## config.mk

```make
export PLATFORM = sky130hd
export DESIGN_NAME = rtg_top
export DESIGN_NICKNAME = d
export VERILOG_FILES = /design/src/rtl/rtg_pkg.sv /design/src/rtl/rtg_regs.sv /design/src/rtl/rtg_axis.sv /design/src/rtl/rtg_out.sv /design/src/rtl/rtg_top.sv
export SDC_FILE = /design/constraint.sdc
export NUM_CORES = 1
export LEC_CHECK = 0
export BUFFER_PORTS_ARGS = -buffer_cell sky130_fd_sc_hd__buf_2
export CAP_MARGIN = 20
export CORE_MARGIN = 5
export CORE_UTILIZATION = 44
export DETAILED_ROUTE_END_ITERATION = 8
export HOLD_SLACK_MARGIN = 0.02
export PLACE_DENSITY = 0.7
export REMOVE_ABC_BUFFERS = 1
export SLEW_MARGIN = 20
export SYNTH_ARGS = -nofsm -noshare
export SYNTH_HDL_FRONTEND = slang
export SYNTH_HIERARCHICAL = 1
export SYNTH_SLANG_ARGS = --single-unit
```

## constraint.sdc

```tcl
create_clock -name clk -period 11.8 [get_ports clk]
set_input_delay 2.95 -clock clk [delete_from_list [all_inputs] [get_ports clk]]
set_output_delay 2.95 -clock clk [all_outputs]
set_load 0.02 [all_outputs]
```

## src/rtl/rtg_pkg.sv

```systemverilog
package rtg_pkg;
  typedef enum logic [1:0] {
    PH_SYNC  = 2'd0,
    PH_BACK  = 2'd1,
    PH_ACT   = 2'd2,
    PH_FRONT = 2'd3
  } phase_e;

  localparam int ADDR_W = 4;
  localparam int NPH    = 4;
  localparam int A_CMD  = 0;
  localparam int A_POL  = 1;
  localparam int A_HBASE = 2;   // + phase index
  localparam int A_VBASE = 6;   // + phase index
  localparam int POL_W  = 5;
  localparam int POL_V  = 0;
  localparam int POL_H  = 1;
  localparam int POL_DE = 2;
  localparam int POL_DATA = 3;
  localparam int POL_PCLK = 4;
endpackage

```

## src/rtl/rtg_regs.sv

```systemverilog
module rtg_regs
  import rtg_pkg::*;
#(
  parameter int CW = 12
) (
  input  logic                      clk,
  input  logic                      rst_n,
  input  logic                      wr_en,
  input  logic [ADDR_W-1:0]         wr_addr,
  input  logic [CW-1:0]             wr_data,
  output logic                      run,
  output logic [POL_W-1:0]          pol,
  output logic [NPH-1:0][CW-1:0]    len_h,
  output logic [NPH-1:0][CW-1:0]    len_v
);
  logic                   run_d;
  logic [POL_W-1:0]       pol_d;
  logic [NPH-1:0][CW-1:0] len_h_d;
  logic [NPH-1:0][CW-1:0] len_v_d;

  always_comb begin
    run_d = run;
    pol_d = pol;
    if (wr_en && wr_addr == ADDR_W'(A_CMD)) run_d = wr_data[0];
    if (wr_en && wr_addr == ADDR_W'(A_POL)) pol_d = wr_data[POL_W-1:0];
  end

  for (genvar g = 0; g < NPH; g++) begin : g_len
    localparam logic [ADDR_W-1:0] HA = ADDR_W'(A_HBASE + g);
    localparam logic [ADDR_W-1:0] VA = ADDR_W'(A_VBASE + g);
    always_comb begin
      len_h_d[g] = len_h[g];
      len_v_d[g] = len_v[g];
      if (wr_en && !run && wr_addr == HA) len_h_d[g] = wr_data;
      if (wr_en && !run && wr_addr == VA) len_v_d[g] = wr_data;
    end
  end

  always_ff @(posedge clk or negedge rst_n) begin
    if (!rst_n) begin
      run   <= 1'b0;
      pol   <= '0;
      len_h <= '0;
      len_v <= '0;
    end else begin
      run   <= run_d;
      pol   <= pol_d;
      len_h <= len_h_d;
      len_v <= len_v_d;
    end
  end
endmodule

```

## src/rtl/rtg_axis.sv

```systemverilog
module rtg_axis
  import rtg_pkg::*;
#(
  parameter int CW = 12
) (
  input  logic                   clk,
  input  logic                   rst_n,
  input  logic                   run,
  input  logic                   step,
  input  logic [NPH-1:0][CW-1:0] len,
  output phase_e                 ph,
  output logic [CW-1:0]          cnt,
  output logic                   ph_end,
  output logic                   wrap
);
  phase_e        ph_d;
  logic [CW-1:0] cnt_d;
  logic [CW-1:0] sel;
  logic [CW-1:0] last;

  always_comb begin
    sel = len[ph];
    if (ph == PH_ACT)    last = sel;
    else if (sel == '0)  last = '0;
    else                 last = sel - 1'b1;
  end

  assign ph_end = (cnt == last);
  assign wrap   = step && ph_end && (ph == PH_FRONT);

  always_comb begin
    ph_d  = ph;
    cnt_d = cnt;
    if (!run) begin
      ph_d  = PH_SYNC;
      cnt_d = '0;
    end else if (step) begin
      if (ph_end) begin
        ph_d  = phase_e'(ph + 2'd1);
        cnt_d = '0;
      end else begin
        cnt_d = cnt + 1'b1;
      end
    end
  end

  always_ff @(posedge clk or negedge rst_n) begin
    if (!rst_n) begin
      ph  <= PH_SYNC;
      cnt <= '0;
    end else begin
      ph  <= ph_d;
      cnt <= cnt_d;
    end
  end
endmodule

```

## src/rtl/rtg_out.sv

```systemverilog
module rtg_out
  import rtg_pkg::*;
#(
  parameter int CW = 12
) (
  input  logic             run,
  input  logic             pix_en,
  input  logic             pix_valid,
  input  logic [POL_W-1:0] pol,
  input  phase_e           h_ph,
  input  phase_e           v_ph,
  input  logic [CW-1:0]    h_cnt,
  input  logic [CW-1:0]    v_cnt,
  input  logic             h_wrap,
  input  logic             v_end,
  output logic             hsync,
  output logic             vsync,
  output logic             de,
  output logic             data_hi,
  output logic             pclk_rise,
  output logic [CW-1:0]    x,
  output logic [CW-1:0]    y,
  output logic             frame_start,
  output logic             vsync_evt,
  output logic             underrun
);
  logic h_on, v_on, de_on;

  always_comb begin
    h_on  = run && (h_ph == PH_SYNC);
    v_on  = run && (v_ph == PH_SYNC);
    de_on = run && (h_ph == PH_ACT) && (v_ph == PH_ACT);
    hsync = ~(h_on  ^ pol[POL_H]);
    vsync = ~(v_on  ^ pol[POL_V]);
    de    = ~(de_on ^ pol[POL_DE]);
    data_hi   = pol[POL_DATA];
    pclk_rise = pol[POL_PCLK];
    x = de_on ? h_cnt : '0;
    y = de_on ? v_cnt : '0;
    frame_start = run && pix_en && h_on && (h_cnt == '0) && v_on && (v_cnt == '0);
    vsync_evt   = h_wrap && (v_ph == PH_SYNC) && v_end;
    underrun    = pix_en && de_on && !pix_valid;
  end
endmodule

```

## src/rtl/rtg_top.sv

```systemverilog
module rtg_top
  import rtg_pkg::*;
#(
  parameter int CW = 12
) (
  input  logic              clk,
  input  logic              rst_n,
  input  logic              pix_en,
  input  logic              wr_en,
  input  logic [3:0]        wr_addr,
  input  logic [CW-1:0]     wr_data,
  input  logic              pix_valid,
  output logic              hsync,
  output logic              vsync,
  output logic              de,
  output logic              data_hi,
  output logic              pclk_rise,
  output logic [CW-1:0]     x,
  output logic [CW-1:0]     y,
  output logic              frame_start,
  output logic              vsync_evt,
  output logic              underrun
);
  logic                   run;
  logic [POL_W-1:0]       pol;
  logic [NPH-1:0][CW-1:0] len_h, len_v;
  phase_e                 h_ph, v_ph;
  logic [CW-1:0]          h_cnt, v_cnt;
  logic                   h_end, v_end, h_wrap, v_wrap;
  logic                   h_step;

  assign h_step = run && pix_en;

  rtg_regs #(.CW(CW)) u_regs (
    .clk(clk), .rst_n(rst_n), .wr_en(wr_en), .wr_addr(wr_addr),
    .wr_data(wr_data), .run(run), .pol(pol), .len_h(len_h), .len_v(len_v)
  );

  rtg_axis #(.CW(CW)) u_h (
    .clk(clk), .rst_n(rst_n), .run(run), .step(h_step), .len(len_h),
    .ph(h_ph), .cnt(h_cnt), .ph_end(h_end), .wrap(h_wrap)
  );

  rtg_axis #(.CW(CW)) u_v (
    .clk(clk), .rst_n(rst_n), .run(run), .step(h_wrap), .len(len_v),
    .ph(v_ph), .cnt(v_cnt), .ph_end(v_end), .wrap(v_wrap)
  );

  rtg_out #(.CW(CW)) u_out (
    .run(run), .pix_en(pix_en), .pix_valid(pix_valid), .pol(pol),
    .h_ph(h_ph), .v_ph(v_ph), .h_cnt(h_cnt), .v_cnt(v_cnt),
    .h_wrap(h_wrap), .v_end(v_end),
    .hsync(hsync), .vsync(vsync), .de(de), .data_hi(data_hi),
    .pclk_rise(pclk_rise), .x(x), .y(y), .frame_start(frame_start),
    .vsync_evt(vsync_evt), .underrun(underrun)
  );
endmodule

```

==> impl_results.md, run 1 <==
* Fraction of layout cells with a size suffix above 1 at 0.321
* Remaining DRCs at 0
* Synth warnings at 6
* CP peak stage delay at 0.99 ns
* CP Data Required Time at 8.85 ns
* Leak at 3.71 nW
* Setup TNS at 0 ns
* CP max FO at 22
* Drt first pass iters at 4
* Die ar. at 20800 um2
* Worst VDD drop at 0.107 mV
* First-pass GRT wire length at 29.9 mm
* Nature of the critical path endpoint: output pin
* CP startpoint kind: flip-flop
* Fmax at 126 MHz
* Vias/cell at 5.82
* Largest net degree at the start of global routing at 74
* CTS Buf Count at 17
* Clk_skew at 0.0133 ns
* Slew at the pin closest to its max-slew limit at 0.991 ns
* Layout area overhead at 11.6%
* Reg area at 3250 um2
* # hold bufs at CTS at 0
* Post-Syn Area at 7930 um2
* FP Rows at 49
* Pwr Density at 173 nW/um2
* Hold Violations, Final at 0
* H-tree depth at 4
* Min Tclk post-route at 7.95 ns
* Max-Cap Viols at 0
* Fin crit share at 0.674
* Slew Limit Fails at 0
* Synthesized area per cell at 11.8 um2
* Final GP Congestion at 0.874
* Most numerous cell on the critical path: and3_1
* Critical path's slowest cell: dfrtp_1
* Worst Hold Depth at 1
* Worst-case clock buffer depth at 2
* Initial Util at 0.444
* Fill count at 1575
* Crit Path Category: flip-flop to output pin
* GRT Total Usage at 0.182
* Clock sinks at 130
* Setup Viol. Count Final at 0
* Die width at 144 um
* Reg2Reg Depth at 14
* Setup Fix Bufs, Post-CTS at 0
* Reg2Reg Setup Slack at 6.48 ns
* Core Box Area at 17800 um2
* Capture point of the worst path: vsync_evt
* Area of the multi-input gates at 4350 um2
* Critical-path cell list: mux4_2 -> inv_1 -> ha_1 -> nor3b_1 -> a22oi_1 -> nor4_1 -> mux2i_1 -> o2111ai_1 -> a2111oi_4 -> and3_1 -> and3_1 -> and3_1 -> buf_2
* Via count at 5552
* Clk Latency, worst-skew pair at 0.42 ns
* Beginning of the critical path: u_h/ph[0]
* Critical path arrival at 5.00 ns
* RR Startpoint: u_h/ph[0]
* CTS root buf: clkbuf_16
* Worst slew margin at 0.339
* Chip height at 144 um
* DP HPWL at 12.4 mm
* I/O pins at 53
* Gr ovfl total at 0
* Syn Inst Count at 674
* WL/cell at 18.8 um
* Hold Path Class: flip-flop to flip-flop
* Setup repair after global routing missed its margin: no
* Final net count at 740
* Reg clk slew, reported paths at 0.06 ns
* Post-route ant nets at 0
* Antenna Cells at 0
* CTS tree: built
* Buffers on Ports at 52
* Placed inst area at 8240 um2
* Routed WL at 17.9 mm
* Vias in the first global route at 5504
* # resized after CTS at 0
* Status: finished clean
* DRT iter0 DRCs at 440
* Initial antenna violation count at 1
* FF-to-FF End: u_v/cnt[9]
* Layout Cell Area excl Fill at 8840 um2
==> critical path, delay by kind of cell (launching register included) <==
family          cells  cell delay, ns
simple gates        5            1.34
mux                 2            1.01
flops               1            0.99
compound gates      3            0.76
buf+inv             2            0.25
fa+ha+maj           1            0.22
==> cell type report <==
cell class                      count  area share
Inverter                           19     0.00806
Multi-Input combinational cell    489       0.492
Sequential cell                   130       0.368
Clock buffer                       20      0.0516
Timing Repair Buffer               55      0.0323
Clock inverter                     12      0.0161
Tap cell                          229      0.0324
==> sequential cells by signal (all words and copies together), names as in the netlist <==
signal        flops
u_regs/len_h     48
u_regs/len_v     48
u_h/cnt          12
u_v/cnt          12
u_regs/pol        5
u_h/ph            2
u_v/ph            2
u_regs/run        1
==> per-stage QoR <==
| step | setup WS [ns] | cells | utilization | hold WS, ns | power (W) |
|---|---|---|---|---|---|
| 6_report | 3.85 | 954 | 0.496 | 0.492 | 0.00153 |
| 2_1_floorplan | 4.98 | 638 | - | 0.459 | 0.000889 |
| 4_1_cts | 3.82 | 954 | 0.496 | 0.495 | 0.00154 |
| 3_3_place_gp | 4.41 | 922 | 0.462 | 0.478 | 0.000984 |
| 3_5_place_dp | 4.32 | 922 | 0.462 | 0.481 | 0.000994 |
| 5_1_grt | 3.36 | 954 | 0.496 | 0.503 | 0.00161 |
==> worst min path at each step <==
| stage | startpoint | to | slack (ns) |
|---|---|---|---|
| floorplan | u_regs/len_v[46] | u_regs/len_v[46] | 0.46 |
| global placement | u_regs/len_v[46] | u_regs/len_v[46] | 0.48 |
| detailed placement | u_regs/len_v[46] | u_regs/len_v[46] | 0.48 |
| CTS | u_regs/len_v[46] | u_regs/len_v[46] | 0.50 |
| global route | u_regs/len_v[46] | u_regs/len_v[46] | 0.50 |
| finish | u_regs/len_v[46] | u_regs/len_v[46] | 0.49 |
==> routing by layer <==
metal | vias to the layer above | GRT usage | routed length (um) | share of wire
met2 | 133 | 0.272 | 8130 | 0.45
met5 | - | 0 | 7 | 0.00039
met1 | 2796 | 0.271 | 8640 | 0.48
met4 | 2 | 0.0515 | 199 | 0.011
met3 | 16 | 0.0354 | 966 | 0.054
li1 | 2605 | - | - | -
==> cell usage in the layout (no fill, tap or decap), drive strengths merged, types with 4 or more instances in the layout <==
cell and count:
dfrtp 130, mux2 104, buf 55, nor2 51, nand2 33, and2 26, xnor2 26, inv 25
mux4 25, clkbuf 20, mux2i 18, nor3 18, nand4 14, nor4 14, xor2 13, and3 10
nor3b 9, nand3 9, a21oi 8, or3 7, ha 7, or2 6, nor2b 5, nand2b 5
o2111ai 5, o211ai 5, o21ai 5, nor4b 4, or4 4, and4b 4
==> power breakdown <==
group,internal (W),switching (W),total [W],leakage (nW)
combinational,0.000197,0.000211,0.000407,1.77
sequential,0.000532,0.0000522,0.000585,1.64
clock,0.000327,0.000210,0.000537,0.293
Power figures use the tool's default switching activity.
==> run 2, diff against run 1 <==
--- a/config.mk
+++ b/config.mk
@@ -11,7 +11,7 @@
 export CORE_UTILIZATION = 44
 export DETAILED_ROUTE_END_ITERATION = 8
 export HOLD_SLACK_MARGIN = 0.02
-export PLACE_DENSITY = 0.7
+export PLACE_DENSITY = 0.72
 export REMOVE_ABC_BUFFERS = 1
 export SLEW_MARGIN = 20
 export SYNTH_ARGS = -nofsm -noshare
==> constraint.sdc (replaced) <==
create_clock -name clk -period 7.19 [get_ports clk]
set_input_delay 1.7975 -clock clk [delete_from_list [all_inputs] [get_ports clk]]
set_output_delay 1.7975 -clock clk [all_outputs]
set_load 0.02 [all_outputs]
==> impl_results.md, run 2 (synthesis results as in run 1) <==
* Fraction of layout cells with a size suffix above 1 at 0.323 (was 0.321)
* Hold Path Class: flip-flop to flip-flop (unchanged)
* M1 GR Usage at 0.275 (was 0.271)
* Worst VDD drop at 0.189 mV (was 0.107 mV)
* Hold Violations, Final at 0 (unchanged)
* Chip height at 144 um (unchanged)
* Clock sinks at 130 (unchanged)
* Most frequent cells in the layout: dfrtp_1 (129), mux2_2 (93), buf_2 (51), nor2_1 (48), nand2_1 (33) (unchanged)
* Clk Latency, worst-skew pair at 0.42 ns (about the same)
* CTS Buf Count at 17 (unchanged)
* Setup repair after global routing missed its margin: no (unchanged)
* CTS tree: built (unchanged)
* Largest net degree at the start of global routing at 75 (was 74)
* Critical path's slowest cell: dfrtp_1 (unchanged)
* WL/cell at 18.7 um (was 18.8 um)
* I/O pins at 53 (unchanged)
* Critical-path cell list: mux4_2 -> inv_1 -> ha_1 -> nor3b_1 -> a22oi_1 -> nor4_1 -> mux2i_1 -> o2111ai_1 -> a2111oi_4 -> and3_1 -> and3_1 -> and3_1 -> buf_2 (unchanged)
* Via count at 5495 (was 5552)
* Most Crowded Layer GR: met1 (was met2)
* Kind of cell adding the most delay to the critical path: simple AND/OR/NAND/NOR gates (unchanged)
* Leak at 3.67 nW (was 3.71 nW)
* Commonest non-fill, non-tap cell in the layout: dfrtp_1 (unchanged)
* Clk_skew at 0.00821 ns (was 0.0133 ns)
* First-pass GRT wire length at 29.9 mm (about the same)
* Reg clk slew, reported paths at 0.06 ns (about the same)
* Max-Cap Viols at 0 (unchanged)
* FP Rows at 49 (unchanged)
* Remaining DRCs at 0 (unchanged)
* Antenna Cells at 0 (unchanged)
* Most numerous cell on the critical path: and3_1 (unchanged)
* DRT iter0 DRCs at 485 (was 440)
* Reg2Reg Setup Slack at 1.87 ns (was 6.48 ns)
* Power Total at 0.00241 W (was 0.00153 W)
* Post-route ant nets at 0 (unchanged)
* H-tree depth at 4 (unchanged)
* Worst-case clock buffer depth at 2 (unchanged)
* CP Data Required Time at 5.39 ns (was 8.85 ns)
* Setup Viol. Count Final at 0 (unchanged)
* CTS root buf: clkbuf_16 (unchanged)
* Final net count at 740 (unchanged)
* Setup TNS at 0 ns (unchanged)
* Worst slew margin at 0.373 (was 0.339)
* Vias in the first global route at 5363 (was 5504)
* Fmax at 147 MHz
* # resized after CTS at 0 (unchanged)
* Core Box Area at 17800 um2 (unchanged)
* Die ar. at 20800 um2 (unchanged)
* Vias/cell at 5.76 (was 5.82)
* Slew at the pin closest to its max-slew limit at 0.940 ns (was 0.991 ns)
* DP HPWL at 12.8 mm (was 12.4 mm)
* Dpl ws at 0.925 ns (was 4.32 ns)
* Slew Limit Fails at 0 (unchanged)
* CP max FO at 22 (unchanged)
* Pwr Density at 275 nW/um2 (was 173 nW/um2)
* Routed WL at 17.9 mm (about the same)
* CP startpoint kind: flip-flop (unchanged)
* Fin crit share at 0.945
* Post-layout worst setup margin at 0.396 ns (was 3.85 ns)
* Layout area overhead at 10.7% (was 11.6%)
* Initial antenna violation count at 1 (unchanged)
* Worst path bufs/invs at 2 (unchanged)
* Worst path depth at 13 (unchanged)
* CP peak stage delay at 0.95 ns (was 0.99 ns)
* GRT Total Usage at 0.183 (was 0.182)
* Crit Path Category: flip-flop to output pin (unchanged)
* Worst Hold Depth at 1 (unchanged)
* Drt first pass iters at 5 (was 4)
* Status: finished clean (unchanged)
* Die width at 144 um (unchanged)
* Critical path arrival at 5.00 ns (about the same)
* # hold bufs at CTS at 0 (unchanged)
* Grt met2 use at 0.271 (was 0.272)
* Reg2Reg Depth at 14 (unchanged)
* Setup Fix Bufs, Post-CTS at 0 (unchanged)
* Largest registers: u_regs/len_h: 48 flops, u_regs/len_v: 48 flops (unchanged)
* Met3 Usage GRT at 0.0390 (was 0.0354)
* Gr ovfl total at 0 (unchanged)
* Initial Util at 0.444 (unchanged)
* Buffers on Ports at 52 (unchanged)
* Nature of the critical path endpoint: output pin (unchanged)
* Min Tclk post-route at 6.79 ns
* Final GP Congestion at 0.878 (was 0.874)
run 2: cell count changes in the layout (fill, tap and decap cells not counted), sizes merged:
| cell | change |
|---|---|
| bufinv | -2 |
| clkbuf | -3 |
| clkinv | +5 |
| clkinvlp | +2 |
| inv | -2 |
run 2: cell type report:
| type | count | area, um2 |
|---|---|---|
| well taps | 229 | 287 |
| flip-flops and latches | 130 | 3250 |
| fillers | 1600 | 9060 |
| clock buffers | 17 | 425 |
| repair buffers | 55 | 285 |
| inverters | 19 | 71.3 |
| clock inverters | 15 | 109 |
| multi-input cells | 489 | 4350 |
run 2: path summary, 6_finish.rpt:
kind | from | end
min | u_regs/len_v[7] | u_regs/len_v[7]
min reg2reg | u_regs/len_v[7] | u_regs/len_v[7]
max in group asynchronous | rst_n | u_v/ph[0]
min in group asynchronous | rst_n | u_regs/len_h[4]
max reg2reg | u_h/ph[0] | u_v/cnt[4]
max | u_h/ph[0] | vsync_evt
run 2: power breakdown:
part | internal [W] | total [W] | leakage, nW | switching [W]
Combinational | 0.000322 | 0.000669 | 1.77 | 0.000346
Sequential | 0.000874 | 0.000964 | 1.64 | 0.0000898
Clock | 0.000442 | 0.000782 | 0.260 | 0.000340
run 2: worst register-to-register path, cell delays in order (launching register included):
cell and delay, ns:
dfrtp_1 0.95, mux4_2 0.69, inv_1 0.09, ha_1 0.24, nor3b_1 0.21, a22oi_1 0.21
nor4_1 0.31, mux2i_1 0.29, o2111ai_1 0.18, a2111oi_4 0.38, and3_1 0.28, and3_1 0.36
inv_1 0.22, o41ai_4 0.65, nor2_1 0.11
run 2: routing by layer:
metal / wire length [um] / vias up
li1: - / 2589
met1: 8840 / 2731
met2: 7930 / 156
met3: 937 / 17
met4: 159 / 2
met5: 20 / -
run 2: stage by stage:
step,hold slack [ns],utilization,area (um2),std cells
floorplan,0.459,-,7670,638
global placement,0.471,0.462,8240,922
detailed placement,0.488,0.462,8240,922
CTS,0.502,0.492,8780,954
global route,0.517,0.492,8780,954
finish,0.503,0.492,8780,954
